File: src/rtl/udc_pkg.sv
package udc_pkg;

   typedef enum logic [2:0] {
      OP_HOLD   = 3'd0,
      OP_FILL   = 3'd1,
      OP_ZERO   = 3'd2,
      OP_LOAD   = 3'd3,
      OP_INC    = 3'd4,
      OP_DEC    = 3'd5
   } udc_op_e;

endpackage

File: src/rtl/udc_op_decode.sv
module udc_op_decode
   import udc_pkg::*;
(
   input  logic    preset,
   input  logic    sclr,
   input  logic    load,
   input  logic    en,
   input  logic    cin,
   input  logic    up,
   output udc_op_e op
);

   always_comb begin
      if (preset)          op = OP_FILL;
      else if (sclr)       op = OP_ZERO;
      else if (load)       op = OP_LOAD;
      else if (en && cin)  op = up ? OP_INC : OP_DEC;
      else                 op = OP_HOLD;
   end

endmodule

File: src/rtl/udc_slice.sv
module udc_slice
   import udc_pkg::*;
#(
   parameter int W = 8
)(
   input  logic         clk,
   input  logic         aclr,
   input  logic         preset,
   input  logic         sclr,
   input  logic         load,
   input  logic         en,
   input  logic         cin,
   input  logic         up,
   input  logic [W-1:0] din,
   output logic [W-1:0] q,
   output logic         term,
   output logic         cout
);

   localparam logic [W-1:0] ONES = {W{1'b1}};

   if (W < 1) begin : g_bad_w
      $error("udc_slice: W must be at least 1");
   end

   udc_op_e      op;
   logic [W-1:0] nxt;

   udc_op_decode u_dec (
      .preset (preset),
      .sclr   (sclr),
      .load   (load),
      .en     (en),
      .cin    (cin),
      .up     (up),
      .op     (op)
   );

   always_comb begin
      unique case (op)
         OP_FILL: nxt = ONES;
         OP_ZERO: nxt = '0;
         OP_LOAD: nxt = din;
         OP_INC:  nxt = q + 1'b1;
         OP_DEC:  nxt = q - 1'b1;
         default: nxt = q;
      endcase
   end

   always_ff @(posedge clk or posedge aclr) begin
      if (aclr) q <= '0;
      else      q <= nxt;
   end

   assign term = up ? (q == ONES) : (q == '0);
   assign cout = en & cin & term;

   // the register stays empty for as long as the clear is held
   p_aclr_empty_r1: assert property (@(posedge clk) aclr |-> q == '0);

   // preset fills the slice regardless of lower controls
   p_preset_fill_r2: assert property (@(posedge clk) disable iff (aclr)
      preset |=> q == ONES);

   // sync clear beats load and count
   p_sclr_zero_r3: assert property (@(posedge clk) disable iff (aclr)
      (!preset && sclr) |=> q == '0);

   // load captures din, count inputs ignored
   p_load_take_r4: assert property (@(posedge clk) disable iff (aclr)
      (!preset && !sclr && load) |=> q == $past(din));

   // no count without both enable and carry-in
   p_hold_r5: assert property (@(posedge clk) disable iff (aclr)
      (!preset && !sclr && !load && !(en && cin)) |=> $stable(q));

   // one step per edge in the selected direction
   p_step_r6: assert property (@(posedge clk) disable iff (aclr)
      (!preset && !sclr && !load && en && cin) |=>
         q == ($past(up) ? $past(q) + 1'b1 : $past(q) - 1'b1));

   // carry out only when the count is qualified
   p_cout_qual_r7: assert property (@(posedge clk) disable iff (aclr)
      cout |-> (en && cin));

endmodule

File: src/rtl/udc_counter.sv
module udc_counter #(
   parameter int WIDTH     = 32,
   parameter int SLICE_W   = 8,
   parameter bit LOOKAHEAD = 1'b1
)(
   input  logic             clk,
   input  logic             aclr,
   input  logic             preset,
   input  logic             sclr,
   input  logic             load,
   input  logic             en,
   input  logic             cin,
   input  logic             up,
   input  logic [WIDTH-1:0] din,
   output logic [WIDTH-1:0] q,
   output logic             cout
);

   localparam int NS = WIDTH / SLICE_W;
   localparam logic [WIDTH-1:0] ONES = {WIDTH{1'b1}};

   if (SLICE_W < 1 || WIDTH < SLICE_W || (WIDTH % SLICE_W) != 0) begin : g_bad_geom
      $error("udc_counter: WIDTH must be a positive multiple of SLICE_W");
   end

   logic [NS-1:0] term_v;
   logic [NS-1:0] cout_v;
   logic [NS-1:0] cin_v;
   logic [NS:0]   pre;

   assign pre[0] = cin;

   for (genvar k = 0; k < NS; k++) begin : g_slice
      if (LOOKAHEAD) begin : g_la
         assign pre[k+1] = pre[k] & term_v[k];
         assign cin_v[k] = pre[k];
      end else begin : g_rip
         assign pre[k+1] = cout_v[k];
         if (k == 0) begin : g_first
            assign cin_v[k] = cin;
         end else begin : g_next
            assign cin_v[k] = cout_v[k-1];
         end
      end

      udc_slice #(.W(SLICE_W)) u_slice (
         .clk    (clk),
         .aclr   (aclr),
         .preset (preset),
         .sclr   (sclr),
         .load   (load),
         .en     (en),
         .cin    (cin_v[k]),
         .up     (up),
         .din    (din[k*SLICE_W +: SLICE_W]),
         .q      (q[k*SLICE_W +: SLICE_W]),
         .term   (term_v[k]),
         .cout   (cout_v[k])
      );
   end

   if (LOOKAHEAD) begin : g_cout_la
      assign cout = en & pre[NS];
   end else begin : g_cout_rip
      assign cout = cout_v[NS-1];
   end

   // chained carry equals whole-word terminal detection
   p_cout_word_r7: assert property (@(posedge clk) disable iff (aclr)
      cout == (en && cin && (up ? (q == ONES) : (q == '0))));

   // wrap up from all ones
   p_wrap_up_r8: assert property (@(posedge clk) disable iff (aclr)
      (!preset && !sclr && !load && en && cin && up && q == ONES) |=> q == '0);

   // wrap down from zero
   p_wrap_dn_r8: assert property (@(posedge clk) disable iff (aclr)
      (!preset && !sclr && !load && en && cin && !up && q == '0) |=> q == ONES);

   // whole-word increment across slices
   p_span_r9: assert property (@(posedge clk) disable iff (aclr)
      (!preset && !sclr && !load && en && cin && up) |=> q == $past(q) + 1'b1);

endmodule

File: config.mk
export PLATFORM = sky130hd
export DESIGN_NAME = udc_counter
export DESIGN_NICKNAME = d
export VERILOG_FILES = /design/src/rtl/udc_pkg.sv /design/src/rtl/udc_op_decode.sv /design/src/rtl/udc_slice.sv /design/src/rtl/udc_counter.sv
export SDC_FILE = /design/constraint.sdc
export NUM_CORES = 1
export LEC_CHECK = 0
export BUFFER_PORTS_ARGS = -buffer_cell sky130_fd_sc_hd__clkbuf_2
export CORE_MARGIN = 2
export CORE_UTILIZATION = 40
export CTS_CLUSTER_DIAMETER = 40
export DETAILED_ROUTE_END_ITERATION = 10
export SLEW_MARGIN = 0
export SYNTH_ARGS = -nofsm -noshare
export SYNTH_HDL_FRONTEND = slang
export SYNTH_HIERARCHICAL = 1
export SYNTH_SLANG_ARGS = --single-unit
File: constraint.sdc
create_clock -name clk -period 4.71 [get_ports clk]
set_input_delay 0.2355 -clock clk [delete_from_list [all_inputs] [get_ports clk]]
set_output_delay 0.2355 -clock clk [all_outputs]
set_load 0.1 [all_outputs]
==> results of run 1 <==
routing by layer:
metal  vias up  routed length [µm]  track usage [%]
met1      1767                4630             29.5
met3        14                 429             3.15
li1       1870                   -                -
met2        96                4730             33.2
met4         0                 140             5.13
met5         -                   0                0
power groups by stage:
stage	Combinational, mW	Clock (mW)	Sequential [mW]
after global placement	0.551	0	0.377
after detailed placement	0.555	0	0.381
after floorplan	0.254	0	0.565
final	0.556	0.195	0.377
after CTS	0.558	0.201	0.376
after global routing	0.599	0.213	0.385
final timing paths:
path,slack (ns),startpoint,endpoint
max in group asynchronous,3.94,aclr,g_slice[3].u_slice/q[2]$_DFFE_PP0P_
worst min-delay path,0.24,din[24],g_slice[3].u_slice/q[0]$_DFFE_PP0P_
worst max-delay path,0.61,g_slice[0].u_slice/q[4]$_DFFE_PP0P_,g_slice[1].u_slice/q[6]$_DFFE_PP0P_
min in group asynchronous,0.50,aclr,g_slice[0].u_slice/q[6]$_DFFE_PP0P_
worst max register to register,0.61,g_slice[0].u_slice/q[4]$_DFFE_PP0P_,g_slice[1].u_slice/q[6]$_DFFE_PP0P_
worst min register to register,0.61,g_slice[0].u_slice/q[7]$_DFFE_PP0P_,g_slice[0].u_slice/q[7]$_DFFE_PP0P_
worst min-delay path: stages:
cell      delay [ns]
clkbuf_2        0.08
a21oi_1         0.12
a211oi_1        0.05
layout make-up:
cell class	count	area (µm²)
fill	901	4600
multi-input combinational	394	2510
sequential	32	801
timing repair buffer	84	453
tap	108	135
clock buffer	5	68.8
inverter	18	67.6
stage by stage:
step	power, mW	hold slack, ns	area, µm²	utilization [%]
after floorplan	0.820	0.0512	3530	-
final	1.13	0.245	4040	46.7
after detailed placement	0.936	0.258	3960	45.8
after CTS	1.13	0.239	4040	46.7
after global placement	0.928	0.258	3960	45.8
after global routing	1.20	0.267	4040	46.7
==> results.md, run 1 <==
- Status: complete, no violations
- DR iter-0 viols: 153
- H-Tree Level Count: 2
- Max-Cap Viols: 0
- Crit path cell chain: or4_1, o41ai_2, and2_2, nand2_1, nor4_1, buf_4, and3b_1, xor2_1, ha_1, or2_1, a21oi_1, o21bai_1, a311oi_1, xor2_1, a21oi_1
- Reg power frac: 33.4%
- Delay-heaviest family, CP: simple AND/OR/NAND/NOR gates
- Routed Antenna Nets: 0
- TritonCTS Buffers: 5
- Pre-CTS WS: 0.633 ns
- DRC: 0
- P_int: 0.553 mW
- Yosys warns: 6
- Max_slew headroom: 49.9%
- First-pass GRT wire length: 16.7 mm
- Largest net degree at the start of global routing: 25
- Gr ovfl total: 0
- Die Width: 97.9 µm
- Worst-path maximum fanout: 13
- Worst Setup Path Type: reg2reg
- Endpoints failing setup: 0
- Share of layout cells above drive strength 1: 21.6%
- N_diodes: 0
- RSZ-0062 raised after global routing: no
- I/O Pins: 73
- Hpwl dp: 7.45 mm
- Net Sw Frac: 51.0%
- P_leak: 1.78 nW
- Core Area: 8640 µm²
- Most common cell after layout, fill and taps aside: clkbuf_2
- Slew @ Worst Pin: 0.748 ns
- Post-CTS Setup Inserts: 0
- Syn Nets: 536
- Detailed Route WL: 9.93 mm
- Vias in the first global route: 3474
- Most flops, register: g_slice.u_slice/q
- Post-cts sizing count: 0
- Initial antenna violation count: 0
- Cells after DPL: 635
- Worst Path Arrival: 4.25 ns
- Final min period: 4.10 ns
- CTS tree: built
- Post-CTS Hold Buffers: 1
- First-pass DRT Iterations: 4
- Comb pwr share: 49.3%
- Nets: 591
- Average cell area after synthesis: 7.35 µm²
- Die Area: 9580 µm²
- Drt wl/cell: 15.5 µm
- Worst-Skew Late Latency: 0.28 ns
- Critical Path End Type: flop
- Final Skew: 0.00699 ns
- Setup TNS: 0 ns
- Worst Path Required: 4.86 ns
- Port buffer count: 72
- Max Slew Vio Count: 0
- GP Congestion: 0.853
- Initial Util: 40.8%
- Max incr delay on CP: 0.57 ns
- Hold WC Path Type: in2reg
- Biggest regs: g_slice.u_slice/q x32
- Clock share of power: 17.3%
- Max FFs per register: 32
- Setup WS post-layout: 0.610 ns
- P per Cell Area: 280 nW/µm²
- Net Sw Power: 0.575 mW
- Reg2Reg Depth: 15
- Chip height: 97.9 µm
- Fmax: 244 MHz
- VDD IR-drop max: 0.150 mV
- Synth Cell Area: 3530 µm²
- Area Overhead vs Synth: 14.4%
- GRT Util Overall: 20.8%
- Worst hold stages: 3
- Critical Path Start Type: flop
- Syn Inst Count: 480
- Detailed-route via count: 3747
- Most frequent cells in the layout: clkbuf_2 (72), nor2_1 (68), a21oi_1 (52)
- # clock sinks: 32
- Clock transition at path regs: 0.07 ns
- Via/cell ratio: 5.85
- Bufs on Longest Clock Path: 2
- Buf/Inv on CP: 1
- Number of non-filler instances in the completed layout: 641
- Clock root cell: clkbuf_8
- Period utilization: 87.0%
- Slowest cell on the critical path: or4_1
- WP depth: 15
- Final hold vios: 0
- Site Rows: 34
(Power assumes the default switching activity.)
==> run 2, diff against run 1 <==
--- a/config.mk
+++ b/config.mk
@@ -13,5 +13,4 @@
 export SLEW_MARGIN = 0
 export SYNTH_ARGS = -nofsm -noshare
 export SYNTH_HDL_FRONTEND = slang
-export SYNTH_HIERARCHICAL = 1
 export SYNTH_SLANG_ARGS = --single-unit
==> run 2 against run 1 <==
Synthesized cell count down 23%; sequential share of layout area up 3.2 points; non-clock buffer count down 3; clock skew down 0.0018 ns.
==> results.md, run 2 <==
- Status: complete, no violations
- Worst Path Required: 4.90 ns
- First-pass DRT Iterations: 5
- Period utilization: 74.5%
- Slowest cell on the critical path: dfrtp_1
- Initial antenna violation count: 0
- Clock share of power: 21.6%
- Most flops, register: g_slice.u_slice.q
- Post-synth EDFFs: 0
- Hold WC Path Type: in2async
- Die Width: 89.1 µm
- Core Area: 7140 µm²
- Final min period: 3.51 ns
- Hpwl dp: 6.57 mm
- GP Congestion: 0.863
- Max incr delay on CP: 0.47 ns
- I/O Pins: 73
- Area Overhead vs Synth: 20.1%
- Yosys warns: 0
- Average cell area after synthesis: 7.79 µm²
- Clock transition at path regs: 0.07 ns
- Crit path cell chain: nand2_1, nor4_1, nor2_1, nor3_1, buf_4, ha_1, a21o_1, a21oi_1, nor2b_1, o21a_1, o41a_1, xor2_1, a311oi_1, a311oi_1
- Worst Setup Path Type: reg2reg
- Nets: 504
- Site Rows: 31
- Count leader, synth: nor2_1
- Critical Path End Type: flop
- H-Tree Level Count: 2
- FFs w/ async S/R, synth: 100%
- Cell variety after synth: 51
- Detailed-route via count: 3106
- Synthesis-stage register bit count: 32
- Initial Util: 40.6%
- Port buffer count: 72
- Comb pwr share: 44.4%
- Setup TNS: 0 ns
- P_leak: 1.53 nW
- Worst Path Arrival: 3.70 ns
- Die Area: 7940 µm²
- Most common cell on crit path: a311oi_1
- CTS tree: built
- Chip height: 89.1 µm
- DRC: 0
- Fillers: 752
- RSZ-0062 raised after global routing: no
- Critical Path Start Type: flop
- Most common cell after layout, fill and taps aside: clkbuf_2
- # clock sinks: 32
- Setup WS post-layout: 1.20 ns
- Drt wl/cell: 16.1 µm
- GRT Util Overall: 22.5%
- Largest net degree at the start of global routing: 33
- Hold Slack: 0.0159 ns
- Synth top area cells: dfrtp_1 (28%), ha_1 (7.8%), nor2_1 (7.3%)
- Post-synth top area share: 27.6%
- Buf/Inv on CP: 1
- Max Slew Vio Count: 0
- Share of layout cells above drive strength 1: 20.9%
- Gr ovfl total: 0
- Pre-CTS WS: 1.22 ns
- Net Sw Frac: 48.9%
- Final Power: 1.06 mW
- Fmax: 285 MHz
- Post-cts sizing count: 0
- N_diodes: 0
- TritonCTS Buffers: 5
- First-pass GRT wire length: 13.8 mm
- VDD IR-drop max: 0.247 mV
- Delay-heaviest family, CP: compound AO/OA/AOI/OAI gates
- Max-Cap Viols: 0
- Via/cell ratio: 5.71
- Syn Inst Count: 372
- Max_slew headroom: 37.6%
- Sequential element share of the synthesized area: 27.6%
- Post-CTS Setup Inserts: 0
- Most frequent cells in the layout: clkbuf_2 (72), nor2_1 (56), a21oi_1 (38)
- Final Skew: 0.00515 ns
- Post-CTS Hold Buffers: 0
- Synth top cells by count: nor2_1 (56), a21oi_1 (38), dfrtp_1 (32), nand2_1 (29)
- Bufs on Longest Clock Path: 2
- Worst-path maximum fanout: 8
- Reg power frac: 34.0%
- Synth Cell Area: 2900 µm²
- Detailed Route WL: 8.74 mm
- Biggest regs: g_slice.u_slice.q x32
- Max FFs per register: 32
- Clock root cell: clkbuf_8
- Routed Antenna Nets: 0
- Worst-Skew Late Latency: 0.29 ns
- Vias in the first global route: 2900
- Slew @ Worst Pin: 0.933 ns
- Endpoints failing setup: 0
- P per Cell Area: 304 nW/µm²
- Final hold vios: 0
- Largest area contributor in the netlist: dfrtp_1
- Most used DFF post-synth: dfrtp_1
- Syn Nets: 432
- DR iter-0 viols: 178
- Net Sw Power: 0.516 mW
- P_int: 0.540 mW
[run 2: metrics by stage]
stage	cell area [µm²]	utilization, %	std cells
after global placement	3390	47.5	536
after floorplan	2900	-	372
after detailed placement	3390	47.5	536
after CTS	3480	48.7	544
final	3480	48.7	544
after global routing	3480	48.7	544
[run 2: cells by family (layout without fill, tap and decap cells)]
logic type	count (synthesis)	in the layout	share of synthesized area (%)
simple gates	155	155	25.6
compound gates	110	110	24.9
flops	32	32	27.6
buf+inv	25	98	3.24
xor+xnor	24	24	7.26
fa+ha+maj	21	21	9.50
mux	5	5	1.81
[run 2: tightest hold or removal path, delay by kind of cell]
family   cells  cell delay (ns)
buf+inv      3             0.51
[run 2: worst paths after layout]
path	slack, ns	depth (start not counted)	endpoint	startpoint
setup / recovery	1.20	14	g_slice[1].u_slice.q[7]$_DFFE_PP0P_	g_slice[0].u_slice.q[0]$_DFFE_PP0P_
hold / removal	0.02	3	g_slice[2].u_slice.q[3]$_DFFE_PP0P_	aclr
setup reg to reg	1.20	14	g_slice[1].u_slice.q[7]$_DFFE_PP0P_	g_slice[0].u_slice.q[0]$_DFFE_PP0P_
hold reg to reg	0.57	1	g_slice[0].u_slice.q[7]$_DFFE_PP0P_	g_slice[0].u_slice.q[7]$_DFFE_PP0P_
max in group asynchronous	4.37	3	g_slice[3].u_slice.q[2]$_DFFE_PP0P_	aclr
min in group clk	0.18	3	g_slice[2].u_slice.q[4]$_DFFE_PP0P_	din[20]
[run 2: metal layers]
layer / track usage (%) / part of all wire [%]
met5: 0 / 0
met4: 6.65 / 2.0
met3: 2.68 / 4.6
met2: 37.9 / 48
met1: 30.3 / 46
[run 2: power groups by stage]
stage | combinational [mW] | sequential (mW) | clock, mW
finish | 0.468 | 0.359 | 0.228
global route | 0.501 | 0.366 | 0.250
CTS | 0.470 | 0.358 | 0.234
detailed placement | 0.468 | 0.363 | 0
global placement | 0.467 | 0.363 | 0
floorplan | 0.169 | 0.562 | 0
[run 2: final cells by class]
type,instances,area (µm²),area share [%]
clock buffers,8,90.1,2.59
multi-input cells,315,2000,57.6
inverters,9,33.8,0.971
repair buffers,81,428,12.3
well taps,99,124,3.56
flip-flops and latches,32,801,23.0
==> run 3, diff against run 2 <==
--- a/config.mk
+++ b/config.mk
@@ -5,6 +5,7 @@
 export SDC_FILE = /design/constraint.sdc
 export NUM_CORES = 1
 export LEC_CHECK = 0
+export ABC_AREA = 1
 export BUFFER_PORTS_ARGS = -buffer_cell sky130_fd_sc_hd__clkbuf_2
 export CORE_MARGIN = 2
 export CORE_UTILIZATION = 40
==> constraint.sdc (replaced) <==
create_clock -name clk -period 3.2 [get_ports clk]
set_input_delay 0.16 -clock clk [delete_from_list [all_inputs] [get_ports clk]]
set_output_delay 0.16 -clock clk [all_outputs]
set_load 0.1 [all_outputs]
==> run 3 against run 2 <==
Die area rose by 11%; sequential share of layout area fell by 2.1 points; synthesized area rose by 12%; via count rose by 17%; largest power group unchanged; non-clock buffer count rose by 2; utilization rose by 1.2 points; critical path depth rose by 7; global-route usage fell by 0.37 points.
==> results.md, run 3 <==
- Status: complete, no violations
- Final Skew: 0.0139 ns
- Average cell area after synthesis: 6.45 µm²
- Yosys warns: 0
- Count leader, synth: nand2_1
- Detailed Route WL: 9.31 mm
- Worst-Skew Late Latency: 0.30 ns
- DR iter-0 viols: 183
- Worst-path maximum fanout: 6
- Largest net degree at the start of global routing: 19
- Mux contribution to synthesized area: 0%
- Initial antenna violation count: 0
- Endpoints failing setup: 0
- CTS tree: built
- Reg2Reg Depth: 21
- Gr ovfl total: 0
- Area Overhead vs Synth: 19.9%
- Worst Path Required: 3.38 ns
- Bufs on Longest Clock Path: 2
- First-pass GRT wire length: 15.7 mm
- Sequential element share of the synthesized area: 24.8%
- H-Tree Level Count: 2
- Clock transition at path regs: 0.08 ns
- Synth top cells by count: nand2_1 (103), inv_1 (70), nor2_1 (69), nand3_1 (41), a21oi_1 (34)
- GRT Util Overall: 22.1%
- FFs w/ async S/R, synth: 100%
- Post-synth top area share: 24.8%
- I/O Pins: 73
- Post-synth EDFFs: 0
- Max Slew Vio Count: 0
- TritonCTS Buffers: 5
- Drt wl/cell: 13.5 µm
- Max-Cap Viols: 0
- Xor/xnor share of the synthesized area: 1.90%
- P per Cell Area: 401 nW/µm²
- Compound-gate portion of the synthesized area: 17.0%
- Largest family of logic cells by synthesized area: simple AND/OR/NAND/NOR gates
- GP Congestion: 0.933
- N_diodes: 0
- Most used DFF post-synth: dfrtp_1
- Clock root cell: clkbuf_8
- Detailed-route via count: 3620
- Max FFs per register: 32
- Most flops, register: g_slice.u_slice.q
- Worst Path Arrival: 3.08 ns
- RSZ-0062 raised after global routing: no
- Max_slew headroom: 57.4%
- Critical Path Start Type: flop
- VDD IR-drop max: 0.177 mV
- DRC: 0
- Largest area contributor in the netlist: dfrtp_1
- Post-synthesis adder-cell area fraction: 8.21%
- P_leak: 2.04 nW
- Die Width: 93.9 µm
- Post-synthesis simple-gate area fraction: 37.7%
- Critical Path End Type: flop
- Cells after DPL: 677
- Setup TNS: 0 ns
- Nets: 645
- Final hold vios: 0
- Synth Cell Area: 3230 µm²
- Final min period: 2.90 ns
- Cell variety after synth: 48
- Setup WS post-layout: 0.304 ns
- Most frequent cells in the layout: nand2_1 (103), clkbuf_2 (72), inv_1 (69)
- # clock sinks: 32
- Chip height: 93.9 µm
- Biggest regs: g_slice.u_slice.q x32
- Most common cell after layout, fill and taps aside: nand2_1
- Vias in the first global route: 3323
- First-pass DRT Iterations: 5
- Via/cell ratio: 5.26
- Slew @ Worst Pin: 0.638 ns
- Port buffer count: 72
- Hpwl dp: 7.26 mm
- Share of layout cells above drive strength 1: 22.7%
- Hold WC Path Type: in2reg
- Pre-CTS WS: 0.176 ns
- Worst hold stages: 3
- Initial Util: 41.6%
- Core Area: 7770 µm²
- Worst Setup Path Type: reg2reg
- Period utilization: 90.5%
- Synth top area cells: dfrtp_1 (25%), nand2_1 (12%), inv_1 (8.1%)
- Synthesis-stage register bit count: 32
- Site Rows: 32
- Number of non-filler instances in the completed layout: 688
- Routed Antenna Nets: 0
- Syn Inst Count: 501
- Die Area: 8810 µm²
- Fmax: 345 MHz
- Syn Nets: 561
run 3: where the power goes:
part	leakage (nW)	internal [mW]	switching (mW)
Combinational	1.65	0.160	0.548
Sequential	0.350	0.448	0.0738
Clock	0.0422	0.153	0.170
run 3: cells by family (layout without fill, tap and decap cells):
group	after synthesis	count (layout)
buf+inv	86	171
xor+xnor	7	7
fa+ha+maj	20	20
flops	32	32
compound gates	92	92
simple gates	264	264
run 3: worst paths after layout:
check,startpoint,endpoint,slack (ns)
max,g_slice[0].u_slice.q[3]$_DFFE_PP0P_,g_slice[1].u_slice.q[6]$_DFFE_PP0P_,0.30
min,din[4],g_slice[0].u_slice.q[4]$_DFFE_PP0P_,0.09
max reg2reg,g_slice[0].u_slice.q[3]$_DFFE_PP0P_,g_slice[1].u_slice.q[6]$_DFFE_PP0P_,0.30
min reg2reg,g_slice[0].u_slice.q[2]$_DFFE_PP0P_,g_slice[0].u_slice.q[2]$_DFFE_PP0P_,0.58
max in group asynchronous,aclr,g_slice[3].u_slice.q[1]$_DFFE_PP0P_,2.02
min in group asynchronous,aclr,g_slice[0].u_slice.q[0]$_DFFE_PP0P_,0.46
run 3: final cells by class:
type                       instances  area [µm²]
clock buffer                       7        76.3
inverter                          80         302
sequential                        32         811
fill                             820        3890
timing repair buffer              83         445
tap                              102         128
clock inverter                     1        5.00
multi-input combinational        383        2110
run 3: worst max-delay path, stage by stage, from the launching register on:
cell and delay, ns:
dfrtp_2 0.44, nor2_1 0.14, nand2_1 0.07, nor2_1 0.08, nand2_1 0.09, nand2_4 0.11
inv_1 0.07, nor3_2 0.13, nand2_1 0.12, inv_2 0.12, ha_1 0.29, a21oi_1 0.16
inv_1 0.05, a31oi_1 0.18, nor2_1 0.07, nor2_1 0.08, inv_1 0.04, a21oi_1 0.14
xor2_1 0.16, o211ai_1 0.09, o21ai_0 0.08, inv_1 0.05
run 3: timing repair:
| action | CTS | global route |
|---|---|---|
| setup buffers | 0 | 2 |
| hold buffers | 1 | 0 |
| resized for setup | 0 | 3 |
| setup endpoints to repair | 0 | 2 |
| endpoints found under the hold margin | 14 | 0 |
run 3: layer usage:
layer  GRT usage [%]  share of wire (%)  vias to the layer above
met5               0                  0                        -
met4            3.74               0.65                        0
met3            3.53                5.3                        6
met2            36.4                 46                      109
met1            31.0                 48                     1668
li1                -                  -                     1837
run 3: metrics by stage:
step / instance area (µm²) / hold WS, ns / total power [mW] / util, %
floorplan: 3250 / 0.276 / 1.08 / -
global placement: 3760 / 0.269 / 1.23 / 48.4
detailed placement: 3760 / 0.252 / 1.23 / 48.4
CTS: 3850 / 0.0893 / 1.56 / 49.6
global route: 3880 / 0.0942 / 1.65 / 49.9
finish: 3880 / 0.0905 / 1.55 / 49.9
